--- src/rtl/crit_sched_pkg.sv ---
// Shared definitions for the criticality-aware request scheduler.
// Assumes nothing beyond standard SystemVerilog packed types.
package crit_sched_pkg;
    // Arbitration ordering currently in force.
    typedef enum logic {
        ORDER_LOCALITY = 1'b0,
        ORDER_CRITICAL = 1'b1
    } order_e;
endpackage

--- src/rtl/crit_core_class.sv ---
// Classifies each core as latency-critical from its warp counts.
// Core c is critical when stall*4 >= active*num; purely combinational.
// Assumes counts arrive packed WARP_W bits per core, core 0 lowest.
module crit_core_class #(
    parameter int CORES  = 16,
    parameter int WARP_W = 6,
    parameter int NUM_W  = 3
) (
    input  logic [CORES*WARP_W-1:0] stall_warps,
    input  logic [CORES*WARP_W-1:0] active_warps,
    input  logic [NUM_W-1:0]        crit_num,
    output logic [CORES-1:0]        core_crit
);
    localparam int CMP_W = WARP_W + NUM_W + 2;

    for (genvar c = 0; c < CORES; c++) begin : g_core
        logic [CMP_W-1:0] lhs, rhs;
        // Scaled stalled share against the programmable fraction.
        always_comb begin
            lhs = CMP_W'(stall_warps[c*WARP_W +: WARP_W]) << 2;
            rhs = CMP_W'(active_warps[c*WARP_W +: WARP_W]) * CMP_W'(crit_num);
            core_crit[c] = (lhs >= rhs);
        end
    end
endmodule

--- src/rtl/crit_age_matrix.sv ---
// Tracks relative enqueue order of buffer slots as an age matrix.
// older[i][j] = 1 means slot i was enqueued before slot j. Entries for
// free slots are stale and must be masked with the valid vector.
// Assumes at most one allocation per cycle.
module crit_age_matrix #(
    parameter int DEPTH = 16
) (
    input  logic                        clk,
    input  logic                        rst_n,
    input  logic                        alloc_en,
    input  logic [DEPTH-1:0]            alloc_oh,
    input  logic [DEPTH-1:0]            valid_q,
    output logic [DEPTH-1:0][DEPTH-1:0] older
);
    for (genvar i = 0; i < DEPTH; i++) begin : g_row
        for (genvar j = 0; j < DEPTH; j++) begin : g_col
            if (i == j) begin : g_diag
                assign older[i][j] = 1'b0;
            end else begin : g_cell
                // Newly written slot is younger than every occupied slot.
                always_ff @(posedge clk) begin
                    if (!rst_n)
                        older[i][j] <= 1'b0;
                    else if (alloc_en && alloc_oh[j])
                        older[i][j] <= valid_q[i];
                    else if (alloc_en && alloc_oh[i])
                        older[i][j] <= 1'b0;
                end
            end
        end
    end
endmodule

--- src/rtl/crit_pick.sv ---
// Chooses the ordering from the critical share and picks one slot:
// optional critical filter, then row-hit filter, then oldest.
// Assumes the age matrix is a strict order over valid slots.
module crit_pick
    import crit_sched_pkg::*;
#(
    parameter int DEPTH = 16,
    parameter int THR_W = 5
) (
    input  logic                         clk,
    input  logic                         rst_n,
    input  logic [DEPTH-1:0]             valid,
    input  logic [DEPTH-1:0]             crit,
    input  logic [DEPTH-1:0]             hit,
    input  logic [DEPTH-1:0][DEPTH-1:0]  older,
    input  logic [THR_W-1:0]             thresh,
    output logic                         grant_valid,
    output logic [$clog2(DEPTH)-1:0]     grant_idx
);
    localparam int IDX_W  = $clog2(DEPTH);
    localparam int CNT_W  = $clog2(DEPTH + 1);
    localparam int PROD_W = CNT_W + THR_W + 1;
    localparam int SCALE  = 2 ** (THR_W - 1);

    logic [CNT_W-1:0] crit_cnt, val_cnt;
    order_e           order;
    logic [DEPTH-1:0] crit_live, stage1, hit_mask, stage2, oldest;

    // Count occupied and critical slots.
    always_comb begin
        crit_cnt = '0;
        val_cnt  = '0;
        for (int i = 0; i < DEPTH; i++) begin
            val_cnt  = val_cnt + CNT_W'(valid[i]);
            crit_cnt = crit_cnt + CNT_W'(valid[i] & crit[i]);
        end
    end

    // Division-free compare of critical share against threshold.
    always_comb begin
        if (PROD_W'(crit_cnt) * PROD_W'(SCALE) < PROD_W'(thresh) * PROD_W'(val_cnt))
            order = ORDER_CRITICAL;
        else
            order = ORDER_LOCALITY;
    end

    // Narrow the candidate set class by class.
    always_comb begin
        crit_live = valid & crit;
        stage1    = (order == ORDER_CRITICAL && |crit_live) ? crit_live : valid;
        hit_mask  = stage1 & hit;
        stage2    = (|hit_mask) ? hit_mask : stage1;
    end

    // Oldest candidate: no other candidate is older than it.
    always_comb begin
        for (int i = 0; i < DEPTH; i++) begin
            oldest[i] = stage2[i];
            for (int j = 0; j < DEPTH; j++)
                if (stage2[j] && older[j][i])
                    oldest[i] = 1'b0;
        end
    end

    // One-hot to index encode.
    always_comb begin
        grant_idx = '0;
        for (int i = 0; i < DEPTH; i++)
            if (oldest[i])
                grant_idx = grant_idx | IDX_W'(i);
        grant_valid = |oldest;
    end

    assert_single_oldest_R9: assert property (@(posedge clk) disable iff (!rst_n)
        $onehot0(oldest));
    assert_grant_iff_occupied_R7: assert property (@(posedge clk) disable iff (!rst_n)
        grant_valid == (|valid));
    assert_critical_first_R5: assert property (@(posedge clk) disable iff (!rst_n)
        (order == ORDER_CRITICAL && |(valid & crit)) |-> crit[grant_idx]);
    assert_hit_preferred_R6: assert property (@(posedge clk) disable iff (!rst_n)
        (order == ORDER_LOCALITY && |(valid & hit)) |-> hit[grant_idx]);
endmodule

--- src/rtl/crit_sched.sv ---
// Top of the criticality-aware memory request scheduler. Holds the
// request buffer and per-bank open rows, derives per-slot critical and
// row-hit flags, and names the request to issue next.
// Assumes BANKS and CORES are powers of two matching their ID widths.
module crit_sched #(
    parameter int DEPTH  = 16,
    parameter int CORES  = 16,
    parameter int BANKS  = 8,
    parameter int ROW_W  = 12,
    parameter int WARP_W = 6,
    parameter int NUM_W  = 3,
    parameter int THR_W  = 5
) (
    input  logic                       clk,
    input  logic                       rst_n,
    input  logic                       enq_valid,
    input  logic [$clog2(CORES)-1:0]   enq_core,
    input  logic [$clog2(BANKS)-1:0]   enq_bank,
    input  logic [ROW_W-1:0]           enq_row,
    input  logic [CORES*WARP_W-1:0]    stall_warps,
    input  logic [CORES*WARP_W-1:0]    active_warps,
    input  logic [NUM_W-1:0]           crit_num,
    input  logic [THR_W-1:0]           crit_thresh,
    input  logic                       deq_ready,
    output logic                       grant_valid,
    output logic [$clog2(DEPTH)-1:0]   grant_idx,
    output logic                       buf_full
);
    localparam int IDX_W  = $clog2(DEPTH);
    localparam int CORE_W = $clog2(CORES);
    localparam int BANK_W = $clog2(BANKS);

    logic [DEPTH-1:0]             valid_q;
    logic [CORE_W-1:0]            core_q [DEPTH];
    logic [BANK_W-1:0]            bank_q [DEPTH];
    logic [ROW_W-1:0]             row_q  [DEPTH];
    logic [ROW_W-1:0]             open_row_q [BANKS];
    logic [BANKS-1:0]             open_vld_q;

    logic [CORES-1:0]             core_crit;
    logic [DEPTH-1:0]             slot_crit, slot_hit, alloc_oh;
    logic [DEPTH-1:0][DEPTH-1:0]  older;
    logic [IDX_W-1:0]             free_idx;
    logic                         alloc_en, issue;
    logic [BANK_W-1:0]            issue_bank;
    logic [ROW_W-1:0]             issue_row;

    crit_core_class #(.CORES(CORES), .WARP_W(WARP_W), .NUM_W(NUM_W)) u_class (
        .stall_warps (stall_warps),
        .active_warps(active_warps),
        .crit_num    (crit_num),
        .core_crit   (core_crit)
    );

    // Per-slot criticality inherited from the core, and row-hit status.
    always_comb begin
        for (int i = 0; i < DEPTH; i++) begin
            slot_crit[i] = core_crit[core_q[i]];
            slot_hit[i]  = open_vld_q[bank_q[i]] && (open_row_q[bank_q[i]] == row_q[i]);
        end
    end

    // Lowest free slot and enqueue acceptance.
    always_comb begin
        free_idx = '0;
        for (int i = DEPTH - 1; i >= 0; i--)
            if (!valid_q[i])
                free_idx = IDX_W'(i);
        buf_full = &valid_q;
        alloc_en = enq_valid && !buf_full;
        alloc_oh = alloc_en ? (DEPTH'(1) << free_idx) : '0;
    end

    crit_age_matrix #(.DEPTH(DEPTH)) u_age (
        .clk     (clk),
        .rst_n   (rst_n),
        .alloc_en(alloc_en),
        .alloc_oh(alloc_oh),
        .valid_q (valid_q),
        .older   (older)
    );

    crit_pick #(.DEPTH(DEPTH), .THR_W(THR_W)) u_pick (
        .clk        (clk),
        .rst_n      (rst_n),
        .valid      (valid_q),
        .crit       (slot_crit),
        .hit        (slot_hit),
        .older      (older),
        .thresh     (crit_thresh),
        .grant_valid(grant_valid),
        .grant_idx  (grant_idx)
    );

    // Issue handshake and the issued request's location.
    always_comb begin
        issue      = grant_valid && deq_ready;
        issue_bank = bank_q[grant_idx];
        issue_row  = row_q[grant_idx];
    end

    // Occupancy: clear the issued slot, set the allocated slot.
    always_ff @(posedge clk) begin
        if (!rst_n) begin
            valid_q <= '0;
        end else begin
            if (issue)
                valid_q[grant_idx] <= 1'b0;
            if (alloc_en)
                valid_q[free_idx] <= 1'b1;
        end
    end

    // Request payload capture; payload of free slots is never used.
    always_ff @(posedge clk) begin
        if (alloc_en) begin
            core_q[free_idx] <= enq_core;
            bank_q[free_idx] <= enq_bank;
            row_q[free_idx]  <= enq_row;
        end
    end

    // Open-row tracking per bank, updated by issued requests.
    always_ff @(posedge clk) begin
        if (!rst_n) begin
            open_vld_q <= '0;
        end else if (issue) begin
            open_vld_q[issue_bank] <= 1'b1;
            open_row_q[issue_bank] <= issue_row;
        end
    end

    assert_grant_occupied_R7: assert property (@(posedge clk) disable iff (!rst_n)
        grant_valid |-> valid_q[grant_idx]);
    assert_issue_frees_R7: assert property (@(posedge clk) disable iff (!rst_n)
        issue |=> !valid_q[$past(grant_idx)]);
    assert_alloc_lands_R2: assert property (@(posedge clk) disable iff (!rst_n)
        alloc_en |=> valid_q[$past(free_idx)]);
    assert_full_drops_R2: assert property (@(posedge clk) disable iff (!rst_n)
        (buf_full && !issue) |=> $stable(valid_q));
    assert_open_row_R8: assert property (@(posedge clk) disable iff (!rst_n)
        issue |=> (open_vld_q[$past(issue_bank)] && open_row_q[$past(issue_bank)] == $past(issue_row)));
endmodule

--- config.mk ---
export PLATFORM = sky130hd
export DESIGN_NAME = crit_sched
export DESIGN_NICKNAME = d
export VERILOG_FILES = /design/src/rtl/crit_sched_pkg.sv /design/src/rtl/crit_core_class.sv /design/src/rtl/crit_age_matrix.sv /design/src/rtl/crit_pick.sv /design/src/rtl/crit_sched.sv
export SDC_FILE = /design/constraint.sdc
export NUM_CORES = 2
export LEC_CHECK = 0
export BUFFER_PORTS_ARGS = -buffer_cell sky130_fd_sc_hd__buf_2
export CORE_MARGIN = 4
export CORE_UTILIZATION = 40
export CTS_CLUSTER_DIAMETER = 30
export DETAILED_ROUTE_END_ITERATION = 16
export PLACE_DENSITY = 0.59
export SYNTH_ARGS = -nofsm -noshare
export SYNTH_HDL_FRONTEND = slang
export SYNTH_SLANG_ARGS = --single-unit
--- constraint.sdc ---
create_clock -name clk -period 15.9 [get_ports clk]
set_clock_uncertainty 0.15 [all_clocks]
set_input_delay 0.795 -clock clk [delete_from_list [all_inputs] [get_ports clk]]
set_output_delay 0.795 -clock clk [all_outputs]
set_load 0.1 [all_outputs]
* Word-level counts from Yosys, hierarchy flattened
Memory sizes are Yosys's and may differ from the RTL's. Cells that the tools add are included.
Storage, ports and cells: register bits after elaboration 264, latch bits 0, bits in writable memories 400, memory bits (read-only) 0, input port bits 223, output and inout bits 6, logic and storage cells 1399, memories 4
Memories:
- row_q | depth 16, width 12, rd ports 17, clocked after Yosys merged registers in 0, write ports 1, RTL line crit_sched.sv:36 | logic [ROW_W-1:0] row_q [DEPTH];
- open_row_q | depth 8, width 12, rd ports 16, clocked after Yosys merged registers in 0, write ports 1, RTL line crit_sched.sv:37 | logic [ROW_W-1:0] open_row_q [BANKS];
- core_q | depth 16, width 4, rd ports 16, clocked after Yosys merged registers in 0, write ports 1, RTL line crit_sched.sv:34 | logic [CORE_W-1:0] core_q [DEPTH];
- bank_q | depth 16, width 3, rd ports 17, clocked after Yosys merged registers in 0, write ports 1, RTL line crit_sched.sv:35 | logic [BANK_W-1:0] bank_q [DEPTH];
Cells by class: $add $sub $neg 30, multipliers 17, divide/modulo/power cells 0, magnitude comparators 55, equal/unequal tests 16, shift-type cells 1, mux-type cells 609, bitwise logic cells 22, reduce and logical (&&, ||, !) cells 403
Operator list (number):
- 1-bit two-way mux | 538
- 1-bit logical AND | 278
- 2-bit nonzero test | 120
- 12-bit == test | 16
- 8-bit by 9-bit >= comparator with 1-bit output | 16
- 6-bit by 3-bit multiplier with 9-bit output | 16
- 16-bit two-way mux | 6
- 4-bit two-way mux | 24
- 4-bit by 5-bit less-than comparator with 1-bit output, second input constant | 18
- 5-bit adder | 15
- 5-bit by 1-bit adder with 5-bit output | 14
- 3-bit by 4-bit less-than comparator with 1-bit output, second input constant | 17
- 1-bit binary-select mux with 4-bit select | 16
- 16-bit AND | 3
- 1-bit binary-select mux with 3-bit select | 16
- 16-bit OR reduction | 3
- 1-bit AND | 16
- 16-bit inverter | 1
- 16-bit bitwise OR | 1
- 16-bit AND reduction | 1
- 1-bit by 4-bit << shifter with 16-bit output, first input constant | 1
- 3-bit two-way mux | 4
- 9-bit by 10-bit less-than comparator with 1-bit output | 1
- 5-bit by 5-bit multiplier with 10-bit output | 1
- other kinds (8) | 11

* Depth between registers and ports, before layout
depth in word-level cells 68, depth in mapped cells 59, depth with buffers taken out 49

* Modules after synthesis
Synthesis repeated with hierarchy kept, for this count alone.
Unflattened totals: cell total of the unflattened synthesis 4436, area, all modules 54538.6 um^2
By module, submodules not included:
- crit_sched | instances 1, cells each 1876, area each 31587.8 um^2, seq. area each 12492.0 um^2
- crit_core_class | instances 1, cells each 1134, area each 8978.6 um^2, seq. area each 0.0 um^2
- crit_age_matrix | instances 1, cells each 772, area each 8904.8 um^2, seq. area each 4804.6 um^2
- crit_pick | instances 1, cells each 654, area each 5067.4 um^2, seq. area each 0.0 um^2

* Least setup slack after synthesis
OpenSTA, ideal clock, no wires.
path type input port to flip-flop, start input port crit_num[0], end memory open_row_q[1][0] (enable), setup time 413 ps, arrival 13985 ps, required time 15337 ps, slack 1352 ps, stages 51, path buffers 9, path through buf_4 -> buf_2 -> clkbuf_1 -> and2_1 -> fa_1 -> ha_1 -> fa_1 -> a21oi_1 -> nor2_1 -> nor2_1 -> xor2_1 -> ha_1 -> a21o_1 -> a21oi_1 -> a21oi_1 -> clkbuf_1 -> mux4_2 -> mux2_2 -> (+15 left out) -> inv_1 -> clkbuf_1 -> o211ai_2 -> a222oi_1 -> and3b_1 -> buf_6 -> and2_1 -> clkbuf_1 -> a221o_1 -> nor2_1 -> nor4_1 -> nand2_1 -> buf_2 -> mux2i_1 -> o2111a_1 -> or4_1 -> buf_2 -> nor4_1
On the way: longest elaborated chain between the ends 59, elaborated cells on any way between the ends 605, those cells by class add/sub (15); mul (16); order compare (17); mux (293); bitwise (18); reduce/logical (245); memory (1)
RTL lines:
- start, declared | RTL line crit_sched.sv:22 | input logic [NUM_W-1:0] crit_num,
- 6-bit by 3-bit multiplier with 9-bit output | RTL line crit_core_class.sv:21 | rhs = CMP_W'(active_warps[c*WARP_W +: WARP_W]) * CMP_W'(crit_num);
- 8-bit by 9-bit >= comparator with 1-bit output | RTL line crit_core_class.sv:22 | core_crit[c] = (lhs >= rhs);
- 1-bit binary-select mux with 4-bit select | RTL line crit_sched.sv:58 | slot_crit[i] = core_crit[core_q[i]];
- 1-bit two-way mux (implied by the code) | RTL line crit_sched.sv:58
- 1-bit AND | RTL line crit_pick.sv:35 | crit_cnt = crit_cnt + CNT_W'(valid[i] & crit[i]);
- 5-bit adder (15 in a row) | RTL line crit_pick.sv:35
- 9-bit by 10-bit less-than comparator with 1-bit output | RTL line crit_pick.sv:41 | if (PROD_W'(crit_cnt) * PROD_W'(SCALE) < PROD_W'(thresh) * PROD_W'(val_cnt))
- 1-bit two-way mux | RTL line crit_pick.sv:41
- (+4 left out)
- 16-bit two-way mux (*) | RTL line crit_pick.sv:52 | stage2 = (|hit_mask) ? hit_mask : stage1;
- 1-bit logical AND | RTL line crit_pick.sv:60 | if (stage2[j] && older[j][i])
- 1-bit two-way mux (15 in a row) | RTL line crit_pick.sv:60
- 1-bit two-way mux | RTL line crit_pick.sv:69 | if (oldest[i])
- 2-bit two-way mux (2 in a row) | RTL line crit_pick.sv:69
- 3-bit two-way mux (4 in a row) | RTL line crit_pick.sv:69
- 4-bit two-way mux (8 in a row) | RTL line crit_pick.sv:69
- memory read 16 x 3 bit
- end, declared | RTL line crit_sched.sv:37
Every way passes the cells marked *; elsewhere a longest branch is shown, timed or not. The select of a mux whose other input is x is not followed.

* Worst setup path in the final report
start input port crit_num[1], end memory open_row_q[0][10] (enable)
Same word-level chain as after synthesis.

==> results.sh <==
export IMPL_viasPerCell=6.69
export IMPL_numCtsBuffers=143
export IMPL_nFillCells=12965
export IMPL_worstMarginPinSlew_ps=1420
export IMPL_startpoint_type="primary input"
export IMPL_ys_ff_latch=664
export IMPL_synth_async_reset_ratio=0
export IMPL_track_usage=0.325
export IMPL_gr_usage_met2=0.477
export IMPL_post_route_period_util=0.966
export IMPL_switchingPower_mw=1.87
export IMPL_htreeDepth=4
export IMPL_arrival_ps=15580
export IMPL_die_w_um=383
export IMPL_start_util=0.403
export IMPL_power_density_mw_per_mm2=94.1
export IMPL_cts_tree="yes"
export IMPL_timing_final_crit_period_ps=15360
export IMPL_synth_nets=5900
export IMPL_dp_final_hpwl_um=170000
export IMPL_path_max_fanout=44
export IMPL_synth_seq_area_share=0.308
export IMPL_holdBufCountCts=0
export IMPL_clk_pin_slew_ps=60
export IMPL_portBuffers=228
export IMPL_wire_per_inst_um=32.9
export IMPL_slowest_stage="nor3_2"
export IMPL_rsz0062_at_grt="yes"
export IMPL_grt_overflow_total=0
export IMPL_yosys_cell_types_count=110
export IMPL_ys_top_cells_by_count="nand2_1, edfxtp_1, mux4_2, mux2i_1, clkbuf_1"
export IMPL_clock_power_share=0.498
export IMPL_synth_top_cell_area_share=0.214
export IMPL_design_area_mm2=0.0646
export IMPL_ant_nets=0
export IMPL_placementRows=137
export IMPL_max_freq_mhz=65.1
export IMPL_synthCells=5309
export IMPL_syn_to_final_growth_pct=14.9
export IMPL_synth_edf_count=400
export IMPL_required_ps=16110
export IMPL_seqCellArea_mm2=0.0173
export IMPL_gp_congestion=0.999
export IMPL_grt_pass1_wl_um=347000
export IMPL_ys_flop_type="edfxtp_1"
export IMPL_p_int_mw=4.22
export IMPL_combPwrFrac=0.187
export IMPL_slew_violations=0
export IMPL_power_frac_seq=0.315
export IMPL_cpMostUsedCell="fa_1"
export IMPL_grt_util_met3=0.109
export IMPL_grt_pass1_vias=48132
export IMPL_final_hold_viol_count=0
export IMPL_clockBufferDepth=3
export IMPL_busiest_layer="met2"
export IMPL_core_mm2=0.140
export IMPL_drt_iter0_drc=6968
export IMPL_tns_ps=0
export IMPL_ys_warn_count=0
export IMPL_die_area_mm2=0.147
export IMPL_endpoint_kind="register"
export IMPL_synth_most_common_cell="nand2_1"
export IMPL_p_leak_nw=24.6
export IMPL_setup_viol=0
export IMPL_multi_input_area_mm2=0.0361
export IMPL_avgSynthCellArea_um2=10.6
export IMPL_use_met1=0.419
export IMPL_critPathTopFamily="compound AO/OA/AOI/OAI gates"
export IMPL_slew_headroom=0.0461
export IMPL_vdd_drop_max_mv=0.0960
export IMPL_outcome="complete, no violations"
export IMPL_worstSkewPairLatency_ps=800
export IMPL_io_pins=229
export IMPL_worstSetupPathType="primary input to register"
export IMPL_p_sw_frac=0.307
export IMPL_antenna_found_initial=21
export IMPL_clock_root_buffer="clkbuf_16"
export IMPL_clock_sinks=664
export IMPL_whs_ps=262
export IMPL_place_area_mm2=0.0597
export IMPL_drc=0
export IMPL_netlist_area_mm2=0.0562
export IMPL_post_cts_buffers=0
export IMPL_nets=6029
export IMPL_synthTopCellsByArea="edfxtp_1, mux4_2, dfxtp_1"
export IMPL_firstDrtPassIters=9
export IMPL_grt_max_degree=119
export IMPL_critPathMaxStageDelay_ps=1160
export IMPL_critPathBufInv=9
export IMPL_hp_class="primary input to register"
export IMPL_yosysTopAreaCell="edfxtp_1"
export IMPL_dieHeight_um=383
export IMPL_drive_gt1_frac=0.221
export IMPL_max_cap_violations=0
export IMPL_vias=49774
export IMPL_drt_wl_total_um=245000
[cells in the final DEF (no fill, tap or decap), types with 183 or more instances in the layout]
| cell type | netlist | routed |
|---|---|---|
| nand2_1 | 480 | 477 |
| edfxtp_1 | 400 | 400 |
| mux4_2 | 398 | 398 |
| mux2i_1 | 379 | 379 |
| inv_1 | 280 | 270 |
| dfxtp_1 | 264 | 264 |
| ha_1 | 259 | 259 |
| nand3_1 | 257 | 257 |
| a21oi_1 | 229 | 228 |
| buf_2 | 55 | 227 |
| buf_4 | 4 | 208 |
| xnor2_1 | 183 | 183 |
[per-stage QoR]
step                      std cells   util  power, mW  worst slack, ps
after floorplan                5309      -       2.65             1350
after global placement         7169  0.428       3.04              258
after detailed placement       7169  0.428       3.06            -33.2
after CTS                      7430  0.463       6.08              760
after global routing           7431  0.463       6.27             -100
final                          7437  0.463       6.08              536
[layer usage]
metal / vias up / part of all wire
li1: 20457 / -
met1: 24464 / 0.37
met2: 3906 / 0.42
met3: 923 / 0.14
met4: 24 / 0.069
met5: - / 0.0011
[power by group through the flow]
stage / combinational (mW) / clock [mW] / sequential, mW
floorplan: 0.742 / 0 / 1.91
global placement: 1.10 / 0 / 1.94
detailed placement: 1.11 / 0 / 1.94
CTS: 1.12 / 3.05 / 1.91
global route: 1.23 / 3.14 / 1.91
finish: 1.14 / 3.03 / 1.92
[state kept, by name, indices dropped and copies added (netlist names)]
name	cells
bank_q	48
core_q	64
open_row_q	96
open_vld_q	8
row_q	192
u_age.older	240
valid_q	16
[cells by family after synthesis]
logic type	after synthesis	share of synthesized area
buffers and inverters	745	0.0525
XOR/XNOR	267	0.0416
AO/OA/AOI/OAI	1067	0.140
flip-flops	664	0.308
adder cells (fa/ha/maj)	368	0.0964
multiplexers	830	0.238
AND/OR/NAND/NOR	1368	0.124
[worst register-to-register path, delay by kind of cell, from the launching register on]
kind | cells | cell delay, ps
AO/OA/AOI/OAI | 13 | 3880
AND/OR/NAND/NOR | 6 | 2390
buffers and inverters | 5 | 1000
adder cells (fa/ha/maj) | 11 | 4980
flip-flops | 1 | 300
multiplexers | 1 | 360
XOR/XNOR | 2 | 610
[area by class of cell]
cell class,count,share of cell area
Sequential cell,664,0.268
Clock inverter,98,0.0181
Inverter,286,0.0166
Antenna cell,7,0.000271
Timing Repair Buffer,443,0.0441
Tap cell,1876,0.0363
Multi-Input combinational cell,3900,0.559
Clock buffer,163,0.0584
[worst paths after layout]
| kind | start | end | slack (ps) | cells after the start |
|---|---|---|---|---|
| worst max-delay path | crit_num[1] | open_row_q[0][10] | 540 | 47 |
| worst max register to register | valid_q[2] | open_row_q[0][10] | 1830 | 38 |
| worst min register to register | u_age.older[160] | u_age.older[160] | 330 | 2 |
| worst min-delay path | enq_row[4] | row_q[14][4] | 260 | 1 |
[timing repair]
item                                    CTS  global route
endpoints found under the hold margin     0             0
gates resized for setup                   0             3
endpoints found under the setup margin    0            45
Power figures use the tool's default switching activity.
